File: src/rtl/sptx_pkg.sv
package sptx_pkg;

    typedef struct packed {
        logic tick;
        logic slot_start;
        logic frame_start;
        logic slot_valid;
    } slot_strobe_t;

    typedef struct packed {
        logic ld;
        logic pop;
        logic under;
    } load_t;

    function automatic logic slot_edge(slot_strobe_t s);
        return s.tick & s.slot_start;
    endfunction

endpackage

File: src/rtl/sptx_store.sv
module sptx_store #(
    parameter int WORD_W = 16,
    parameter int DEPTH  = 8,
    localparam int PW    = $clog2(DEPTH),
    localparam int CW    = PW + 1
) (
    input  logic              clk,
    input  logic              rst,
    input  logic              wr_en,
    input  logic [WORD_W-1:0] wr_data,
    input  logic              fifo_en,
    input  logic [PW-1:0]     wmark,
    input  logic              pop,
    output logic [WORD_W-1:0] head,
    output logic              empty,
    output logic              tde,
    output logic              tfe
);
    logic [WORD_W-1:0] mem [DEPTH];
    logic [PW-1:0]     rptr, wptr;
    logic [CW-1:0]     cnt, cap;
    logic              acc;

    assign cap   = fifo_en ? CW'(DEPTH) : CW'(1);
    assign acc   = wr_en && (cnt < cap);
    assign head  = mem[rptr];
    assign empty = (cnt == '0);
    assign tde   = empty;
    assign tfe   = (cnt <= {1'b0, wmark});

    always_ff @(posedge clk) begin
        if (acc) mem[wptr] <= wr_data;
    end

    always_ff @(posedge clk) begin
        if (rst) begin
            rptr <= '0;
            wptr <= '0;
            cnt  <= '0;
        end else begin
            if (acc) wptr <= wptr + 1'b1;
            if (pop) rptr <= rptr + 1'b1;
            cnt <= cnt + CW'(acc) - CW'(pop);
        end
    end

    a_r2_cnt_bound: assert property (@(posedge clk) disable iff (rst)
        cnt <= CW'(DEPTH));
    a_r1_no_pop_empty: assert property (@(posedge clk) disable iff (rst)
        !(pop && empty));
    a_r1_write_clears: assert property (@(posedge clk) disable iff (rst)
        (wr_en && empty) |=> !tde);
endmodule

File: src/rtl/sptx_shift.sv
module sptx_shift
    import sptx_pkg::*;
#(
    parameter int WORD_W = 16,
    localparam int LW    = $clog2(WORD_W + 1)
) (
    input  logic              clk,
    input  logic              rst,
    input  slot_strobe_t      strb,
    input  logic              tx_en,
    input  logic              empty,
    input  logic [WORD_W-1:0] head,
    output load_t             lq,
    output logic              ser_dout,
    output logic              ser_oe,
    output logic              clk_gate
);
    logic              active, act_n, edge_s;
    logic [WORD_W-1:0] sh, last;
    logic [LW-1:0]     left;
    logic [WORD_W-1:0] nxt;

    assign edge_s = slot_edge(strb);

    always_comb begin
        act_n = active;
        if (edge_s) act_n = tx_en & (active | strb.frame_start);
    end

    assign lq.ld    = edge_s & act_n & strb.slot_valid;
    assign lq.pop   = lq.ld & ~empty;
    assign lq.under = lq.ld & empty;
    assign nxt      = empty ? last : head;

    always_ff @(posedge clk) begin
        if (rst) begin
            active <= 1'b0;
            sh     <= '0;
            last   <= '0;
            left   <= '0;
        end else begin
            active <= act_n;
            if (lq.ld) begin
                sh   <= nxt;
                last <= nxt;
                left <= LW'(WORD_W);
            end else if (strb.tick && left != '0) begin
                left <= left - 1'b1;
                sh   <= {sh[WORD_W-2:0], 1'b0};
            end
        end
    end

    assign ser_dout = (left != '0) & sh[WORD_W-1];
    assign ser_oe   = active;
    assign clk_gate = (left != '0) | (tx_en & strb.slot_valid);

    a_r3_start_at_frame: assert property (@(posedge clk) disable iff (rst)
        $rose(ser_oe) |-> $past(edge_s & strb.frame_start & tx_en));
    a_r4_stop_at_slot: assert property (@(posedge clk) disable iff (rst)
        $fell(ser_oe) |-> $past(edge_s & !tx_en));
endmodule

File: src/rtl/sptx_irq.sv
module sptx_irq
    import sptx_pkg::*;
(
    input  logic  clk,
    input  logic  rst,
    input  load_t lq,
    input  logic  wr_en,
    input  logic  stat_rd,
    input  logic  tde,
    input  logic  tfe,
    input  logic  fifo_en,
    input  logic  int_en,
    input  logic  urun_int_en,
    output logic  urun,
    output logic  irq_exc,
    output logic  irq_data
);
    logic armed, flag;

    always_ff @(posedge clk) begin
        if (rst) begin
            urun  <= 1'b0;
            armed <= 1'b0;
        end else begin
            urun  <= lq.under | (urun & ~(armed & wr_en));
            armed <= lq.under ? 1'b0 : ((armed & ~wr_en) | (stat_rd & urun));
        end
    end

    assign flag     = fifo_en ? tfe : tde;
    assign irq_exc  = int_en &  urun_int_en & flag;
    assign irq_data = int_en & ~urun_int_en & flag;

    a_r6_urun_cause: assert property (@(posedge clk) disable iff (rst)
        $rose(urun) |-> $past(lq.under));
    a_r8_one_line: assert property (@(posedge clk) disable iff (rst)
        !(irq_exc && irq_data));
endmodule

File: src/rtl/sptx_ctrl.sv
module sptx_ctrl
    import sptx_pkg::*;
#(
    parameter int WORD_W = 16,
    parameter int DEPTH  = 8,
    localparam int PW    = $clog2(DEPTH)
) (
    input  logic              clk,
    input  logic              rst,
    input  logic              wr_en,
    input  logic [WORD_W-1:0] wr_data,
    input  logic              stat_rd,
    input  logic              tx_en,
    input  logic              int_en,
    input  logic              urun_int_en,
    input  logic              fifo_en,
    input  logic [PW-1:0]     wmark,
    input  logic              bit_tick,
    input  logic              slot_start,
    input  logic              frame_start,
    input  logic              slot_valid,
    output logic              ser_dout,
    output logic              ser_oe,
    output logic              clk_gate,
    output logic              tde,
    output logic              tfe,
    output logic              urun,
    output logic              irq_exc,
    output logic              irq_data
);
    slot_strobe_t      strb;
    load_t             lq;
    logic [WORD_W-1:0] head;
    logic              empty;

    assign strb = '{tick: bit_tick, slot_start: slot_start,
                    frame_start: frame_start, slot_valid: slot_valid};

    sptx_store #(.WORD_W(WORD_W), .DEPTH(DEPTH)) u_store (
        .clk(clk), .rst(rst), .wr_en(wr_en), .wr_data(wr_data),
        .fifo_en(fifo_en), .wmark(wmark), .pop(lq.pop),
        .head(head), .empty(empty), .tde(tde), .tfe(tfe)
    );

    sptx_shift #(.WORD_W(WORD_W)) u_shift (
        .clk(clk), .rst(rst), .strb(strb), .tx_en(tx_en),
        .empty(empty), .head(head), .lq(lq),
        .ser_dout(ser_dout), .ser_oe(ser_oe), .clk_gate(clk_gate)
    );

    sptx_irq u_irq (
        .clk(clk), .rst(rst), .lq(lq), .wr_en(wr_en), .stat_rd(stat_rd),
        .tde(tde), .tfe(tfe), .fifo_en(fifo_en), .int_en(int_en),
        .urun_int_en(urun_int_en), .urun(urun),
        .irq_exc(irq_exc), .irq_data(irq_data)
    );
endmodule

File: config.mk
export PLATFORM = sky130hd
export DESIGN_NAME = sptx_ctrl
export DESIGN_NICKNAME = d
export VERILOG_FILES = /design/src/rtl/sptx_pkg.sv /design/src/rtl/sptx_store.sv /design/src/rtl/sptx_shift.sv /design/src/rtl/sptx_irq.sv /design/src/rtl/sptx_ctrl.sv
export SDC_FILE = /design/constraint.sdc
export NUM_CORES = 1
export LEC_CHECK = 0
export ABC_AREA = 1
export ABC_CLOCK_PERIOD_IN_PS = 3100
export BUFFER_PORTS_ARGS = -buffer_cell sky130_fd_sc_hd__clkbuf_2
export CORE_ASPECT_RATIO = 1.1
export CORE_MARGIN = 4
export CORE_UTILIZATION = 40
export CTS_CLUSTER_SIZE = 40
export DETAILED_ROUTE_END_ITERATION = 8
export PLACE_DENSITY = 0.56
export SLEW_MARGIN = 0
export SYNTH_ARGS = -nofsm -noshare
export SYNTH_HDL_FRONTEND = slang
export SYNTH_SLANG_ARGS = --single-unit
export TNS_END_PERCENT = 30
File: constraint.sdc
create_clock -name clk -period 3.1 [get_ports clk]
set_input_delay 0.62 -clock clk [delete_from_list [all_inputs] [get_ports clk]]
set_output_delay 0.62 -clock clk [all_outputs]
set_load 0.05 [all_outputs]
==> results.cfg, run 1 <==
[timing]
setup_repair_after_global_routing_missed_its_margin = false
final.period_utilization_pct = 80.8
least_margin_pin_slew_ps = 745
max_slew_margin_pct = 50.3
clock_skew_ps = 11.1
finalWorstPathRequiredPeriod_ps = 2510
final_hold_viol_count = 0
fmax_mhz = 399
setup_viol = 0
final.setup.tns_ps = 0
slew_viol_final = 0

[logic_synthesis]
synth_seq_cells = 181
postSynthCellCount = 863
yosysTopAreaCellShare_pct = 48.4
postSynthNetCount = 908
netlist-cell-type-count = 29
yosysSeqAreaShare_pct = 61.7
post-synth-top-area-cell = sky130_fd_sc_hd__edfxtp_1
ys.warnings.count = 0
synth.cell_area_um2 = 7950
mean_cell_area_of_the_mapped_netlist_um2 = 9.21
synth_area_leaders = sky130_fd_sc_hd__edfxtp_1 (48%), sky130_fd_sc_hd__dfxtp_1 (13%), sky130_fd_sc_hd__nand2_1 (11%)

[die]
start_util_pct = 41.2
fp.dieW_um = 142
floorplan.rows = 53
die_area_um2 = 22200
core_area_um2 = 19300
io_pins = 39
floorplan.die.height_um = 156

[critical_path]
worst_ep_arrival_ps = 1890
crit_reg_reg_endpoint = u_store.cnt[2]
ff2ff_setup_slack_ps = 1010
timing.reg2reg.worst_path_depth = 11
timing.rr.start = u_store.cnt[2]
maximum_fanout_along_the_worst_path = 4
critical_path_source_type = flop
cp.required_ps = 2480
worstSetupPathType = reg -> out
cp-end-kind = output pin

[placed_design]
gp_routability_congestion = 0.780
detailedPlacementHpwl_mm = 10.3
placement.io_buffers = 38
post-place-cells = 1129

[clocking]
cts-htree-levels = 4
post_cts.resized_instances = 0
clock_pin_slew_on_the_worst_setup_and_hold_paths_ps = 70
cts_tree = built
clock_sinks = 181
max-clock-path-buffers = 2
clk_root_buffer_cell = sky130_fd_sc_hd__clkbuf_16
tritoncts.num_buffers = 17
clock_latency_ps = 430
cts_post_setup_buffers_inserted = 0
cts.hold.buffers_added = 0

[detailed_routing]
drt_wl_total_mm = 16.7
via_per_inst = 4.71
avgRoutedWirePerCell_um = 14.4
post-route-drc-count = 0
first_drt_pass_iteration_count = 5
drc_marker_count_from_the_first_detailed_route_iteration = 345
drt.antenna.violating_nets = 0
routed-via-count = 5462

[finish]
synthToLayoutAreaGrowth_pct = 13.4
finalNonFillerCells = 1159
final_layout_size_suffix_gt1_share_pct = 10.9
final.fill_count = 1849
finalNetCount = 946
sequential_cell_area_um2 = 4910
diode_count = 0
multi_input_combinational_cell_area_um2 = 2320

[min_path]
min_to = u_shift.last[2]
hold_path.class = reg -> reg
hold_path_depth = 2
hold_path.startpoint = u_shift.last[2]

[power_and_ir_drop]
worst_ir_drop_vdd_mv = 0.410
design_power_total_uw = 6210
cellPowerDensity_nw_per_um2 = 689
leakage_uw = 0.00378

[global_route]
global_route_wire_length_before_repair_mm = 27.0
grt_antenna_before_repair = 0
pin_count_of_the_biggest_net_entering_global_routing = 65
grt-ovfl-total = 0
number_of_global_route_vias_before_repair = 5182
gr-usage-all-layers_pct = 15.7

[run_status]
status = finished, final reports clean

[job]
cap_viol_max_count = 0
## worst max path at each step
stage	startpoint	to	slack [ps]	cells after the start
after floorplan	fifo_en	u_store.mem[4][0]	210	7
after global placement	wmark[1]	irq_data	650	9
after detailed placement	fifo_en	u_store.mem[6][5]	580	9
after CTS	u_store.cnt[1]	irq_exc	550	7
after global routing	u_store.cnt[1]	irq_data	320	7
final	u_store.cnt[1]	irq_exc	590	7
## power breakdown
part           leakage [uW]  total (uW)  internal (uW)  switching, uW
Clock              0.000267        2110           1260            859
Combinational       0.00192        1140            367            774
Sequential          0.00159        2950           2850            106
Total               0.00378        6210           4470           1740
## layout make-up
type | count | area share (%)
Sequential cell | 181 | 54.5
Multi-Input combinational cell | 497 | 25.8
Inverter | 150 | 6.25
Clock buffer | 21 | 4.89
Timing Repair Buffer | 54 | 3.72
Tap cell | 247 | 3.43
Clock inverter | 9 | 1.46
## routing by layer
| metal | GRT usage (%) | share of wire (%) | vias up |
|---|---|---|---|
| met3 | 3.40 | 4.8 | 32 |
| met4 | 5.34 | 1.9 | 0 |
| li1 | - | - | 2834 |
| met2 | 25.7 | 47 | 116 |
| met1 | 20.8 | 46 | 2480 |
| met5 | 0 | 0 | - |
## registers in the layout, summed over array words and instances (netlist names), named ones only
signal and count:
u_irq.armed 1, u_irq.urun 1, u_shift.last 16, u_shift.left 5
u_shift.ser_oe 1, u_shift.sh 16, u_store.cnt 4, u_store.mem 128
u_store.rptr 3, u_store.wptr 3
## placed cells by master (no fill, tap or decap), types with 3 or more instances in the layout
master and n:
sky130_fd_sc_hd__nand3_1 104, sky130_fd_sc_hd__clkbuf_2 38, sky130_fd_sc_hd__clkbuf_1 4, sky130_fd_sc_hd__o21ai_0 24
sky130_fd_sc_hd__nor2_1 49, sky130_fd_sc_hd__buf_4 14, sky130_fd_sc_hd__inv_1 148, sky130_fd_sc_hd__dfxtp_1 52
sky130_fd_sc_hd__a21oi_1 46, sky130_fd_sc_hd__edfxtp_1 128, sky130_fd_sc_hd__nand2_2 4, sky130_fd_sc_hd__nor2_2 6
sky130_fd_sc_hd__bufinv_16 3, sky130_fd_sc_hd__nand2_1 235, sky130_fd_sc_hd__clkbuf_16 17, sky130_fd_sc_hd__ha_1 13
## kinds of logic after synthesis
family	share of synthesized area (%)
AO/OA/AOI/OAI	4.68
XOR/XNOR	0.331
adder cells (fa/ha/maj)	2.30
buffers and inverters	9.37
flip-flops	61.7
AND/OR/NAND/NOR	21.6
## synthesized netlist by cell type
| cell type | instances |
|---|---|
| sky130_fd_sc_hd__clkbuf_1 | 14 |
| sky130_fd_sc_hd__nand3_1 | 104 |
| sky130_fd_sc_hd__buf_6 | 3 |
| sky130_fd_sc_hd__nand2_4 | 1 |
| sky130_fd_sc_hd__a211oi_1 | 1 |
| sky130_fd_sc_hd__buf_2 | 15 |
| sky130_fd_sc_hd__buf_4 | 2 |
| sky130_fd_sc_hd__nand4_1 | 2 |
| sky130_fd_sc_hd__a21oi_1 | 46 |
| sky130_fd_sc_hd__nor2_1 | 55 |
| sky130_fd_sc_hd__xor2_1 | 1 |
| sky130_fd_sc_hd__nand2_1 | 235 |
| sky130_fd_sc_hd__inv_2 | 2 |
| sky130_fd_sc_hd__nor2_4 | 1 |
| sky130_fd_sc_hd__clkbuf_2 | 1 |
| sky130_fd_sc_hd__nand3_2 | 1 |
| sky130_fd_sc_hd__nor3_1 | 2 |
| sky130_fd_sc_hd__xnor2_1 | 2 |
| sky130_fd_sc_hd__a31oi_1 | 1 |
| sky130_fd_sc_hd__edfxtp_1 | 128 |
| sky130_fd_sc_hd__nand2_2 | 4 |
| sky130_fd_sc_hd__a21o_1 | 1 |
| sky130_fd_sc_hd__nor2_8 | 1 |
| sky130_fd_sc_hd__dfxtp_1 | 53 |
| sky130_fd_sc_hd__or2_2 | 1 |
| sky130_fd_sc_hd__o21ai_0 | 24 |
| sky130_fd_sc_hd__ha_1 | 13 |
| sky130_fd_sc_hd__inv_1 | 148 |
| sky130_fd_sc_hd__fa_1 | 1 |
## critical path, stage by stage, from the launching register on
cell and delay, ps:
sky130_fd_sc_hd__dfxtp_1 390, sky130_fd_sc_hd__ha_1 260, sky130_fd_sc_hd__a21oi_1 150, sky130_fd_sc_hd__o21ai_0 100, sky130_fd_sc_hd__nand3_1 70, sky130_fd_sc_hd__o21ai_0 100, sky130_fd_sc_hd__nor2_1 100, sky130_fd_sc_hd__clkbuf_2 280
## through the flow
step	worst slack (ps)	utilization, %	area (um2)	hold slack, ps
detailed placement	579	43.7	8430	455
CTS	553	46.7	9010	466
floorplan	210	-	7950	433
global placement	650	43.7	8430	451
global route	318	46.7	9010	478
finish	594	46.7	9010	463
Note: power is estimated with default switching activity, not from simulation.
==> inputs of run 2 (changes only) <==
--- a/config.mk
+++ b/config.mk
@@ -6,14 +6,14 @@
 export NUM_CORES = 1
 export LEC_CHECK = 0
 export ABC_AREA = 1
-export ABC_CLOCK_PERIOD_IN_PS = 3100
+export ABC_CLOCK_PERIOD_IN_PS = 2200
 export BUFFER_PORTS_ARGS = -buffer_cell sky130_fd_sc_hd__clkbuf_2
 export CORE_ASPECT_RATIO = 1.1
 export CORE_MARGIN = 4
 export CORE_UTILIZATION = 40
 export CTS_CLUSTER_SIZE = 40
 export DETAILED_ROUTE_END_ITERATION = 8
-export PLACE_DENSITY = 0.56
+export PLACE_DENSITY = 0.58
 export SLEW_MARGIN = 0
 export SYNTH_ARGS = -nofsm -noshare
 export SYNTH_HDL_FRONTEND = slang
==> constraint.sdc (replaced) <==
create_clock -name clk -period 2.2 [get_ports clk]
set_input_delay 0.44 -clock clk [delete_from_list [all_inputs] [get_ports clk]]
set_output_delay 0.44 -clock clk [all_outputs]
set_load 0.05 [all_outputs]
==> run 2 against run 1 <==
Net effect:
- via count increased by 1.1%
- critical path depth is the same
- combinational power rose by 54%
- register-to-register slack worse by 890 ps
- non-clock buffer count increased by 10
- utilization grew 1.0 points
- largest cell class unchanged
- global-route usage down 0.056 points
- sequential power is 41% higher
==> results.cfg, run 2 (synthesized netlist as in run 1, its figures left out) <==
[run_status]
status = finished, final reports clean

[detailed_routing]
via_per_inst = 4.71
post-route-drc-count = 0
drc_marker_count_from_the_first_detailed_route_iteration = 322
drt_wl_total_mm = 16.6
routed-via-count = 5520
avgRoutedWirePerCell_um = 14.2
drt.antenna.violating_nets = 0
first_drt_pass_iteration_count = 5

[power_and_ir_drop]
cellPowerDensity_nw_per_um2 = 953
design_power_total_uw = 8780
worst_ir_drop_vdd_mv = 0.598
leakage_uw = 0.00389

[min_path]
hold_path.class = in -> reg
hold_path_depth = 1

[timing]
finalWorstPathRequiredPeriod_ps = 2110
fmax_mhz = 475
least_margin_pin_slew_ps = 438
whs_ps = 296
setup_repair_after_global_routing_missed_its_margin = true
clock_skew_ps = 7.87
final.period_utilization_pct = 95.7
setup_viol = 0
slew_viol_final = 0
slack_of_the_critical_path_ps = 94.9
final.setup.tns_ps = 0
final_hold_viol_count = 0
max_slew_margin_pct = 70.8

[die]
io_pins = 39
start_util_pct = 41.2
core_area_um2 = 19300
floorplan.die.height_um = 156
fp.dieW_um = 142
floorplan.rows = 53
die_area_um2 = 22200

[clocking]
clock_pin_slew_on_the_worst_setup_and_hold_paths_ps = 70
cts-htree-levels = 4
clock_sinks = 181
clk_root_buffer_cell = sky130_fd_sc_hd__clkbuf_16
tritoncts.num_buffers = 17
max-clock-path-buffers = 2
cts_tree = built
clock_latency_ps = 430

[finish]
diode_count = 0
finalNetCount = 956
reg_top3 = u_store.mem: 128 flops, u_shift.last: 16 flops, u_shift.sh: 16 flops
max_ffs_per_register = 128
final_common_cell = sky130_fd_sc_hd__nand2_1
synthToLayoutAreaGrowth_pct = 15.8
most-common-layout-cells = sky130_fd_sc_hd__nand2_1 (235), sky130_fd_sc_hd__inv_1 (150), sky130_fd_sc_hd__edfxtp_1 (128)
register_with_the_highest_flop_count = u_store.mem
final_layout_size_suffix_gt1_share_pct = 13.0
layout.cell_area.non_filler_um2 = 9200

[critical_path]
critical_path_source_type = flop
cp-end-kind = output pin
worst_ep_arrival_ps = 1670
worstSetupPathType = reg -> out
maximum_fanout_along_the_worst_path = 2
timing.reg2reg.worst_path_depth = 11
cp.required_ps = 1760

[placed_design]
dp_worst_setup_slack_ps = 63.5
gp_routability_congestion = 0.749
placement.io_buffers = 38
placed_area_um2 = 8580
detailedPlacementHpwl_mm = 10.2

[global_route]
global_route_wire_length_before_repair_mm = 26.7
grt-ovfl-total = 0
pin_count_of_the_biggest_net_entering_global_routing = 65
gr-usage-all-layers_pct = 15.7
grt_antenna_before_repair = 0
number_of_global_route_vias_before_repair = 5206

[job]
cap_viol_max_count = 0
## run 2: cell count changes in the layout (fill, tap and decap cells not counted), sizes merged
cell / delta
buf: +10
inv: +6
bufinv: -3
clkinvlp: -3
clkbuf: +2
## run 2: repair_timing
| action | CTS | global route |
|---|---|---|
| hold buffers | 0 | 0 |
| endpoints found under the setup margin | 2 | 4 |
| resized for setup | 9 | 7 |
| pin swaps | 2 | 4 |
| buffers inserted | 0 | 1 |
## run 2: per-layer routing
layer | track usage [%] | routed length, um | vias up
li1 | - | - | 2856
met2 | 25.9 | 8160 | 99
met1 | 20.7 | 7640 | 2549
met3 | 3.22 | 659 | 16
met5 | 0 | 0 | -
met4 | 5.21 | 178 | 0
## run 2: path summary, 6_finish.rpt
kind	from	end	slack, ps
worst max register to register	u_store.cnt[2]	u_store.cnt[2]	120
worst min register to register	u_store.rptr[2]	u_store.rptr[2]	460
worst min-delay path	wr_data[12]	u_store.mem[3][12]	300
worst max-delay path	u_store.cnt[2]	irq_data	90
## run 2: final cells by class
class                      instances  area (um2)
clock buffer                      23         510
clock inverter                     9        48.8
fill                            1816       10100
inverter                         150         563
multi-input combinational        497        2360
sequential                       181        4910
tap                              247         309
timing repair buffer              64         503
## run 2: per-stage QoR
stage | util (%) | cells
floorplan | - | 863
global placement | 44.4 | 1138
CTS | 47.5 | 1170
global route | 47.7 | 1171
finish | 47.7 | 1171
detailed placement | 44.4 | 1138
## run 2: report_power, final
part	internal (uW)	total [uW]	switching, uW
Clock	1630	2860	1230
Sequential	4010	4160	149
Combinational	621	1750	1130
Total	6260	8780	2510
## run 2: critical path, stage by stage (launching register included)
cell	delay (ps)
sky130_fd_sc_hd__dfxtp_1	320
sky130_fd_sc_hd__ha_1	290
sky130_fd_sc_hd__nand2_1	70
sky130_fd_sc_hd__o21ai_2	150
sky130_fd_sc_hd__nand3_1	70
sky130_fd_sc_hd__o21ai_1	100
sky130_fd_sc_hd__nor2_1	80
sky130_fd_sc_hd__clkbuf_8	170
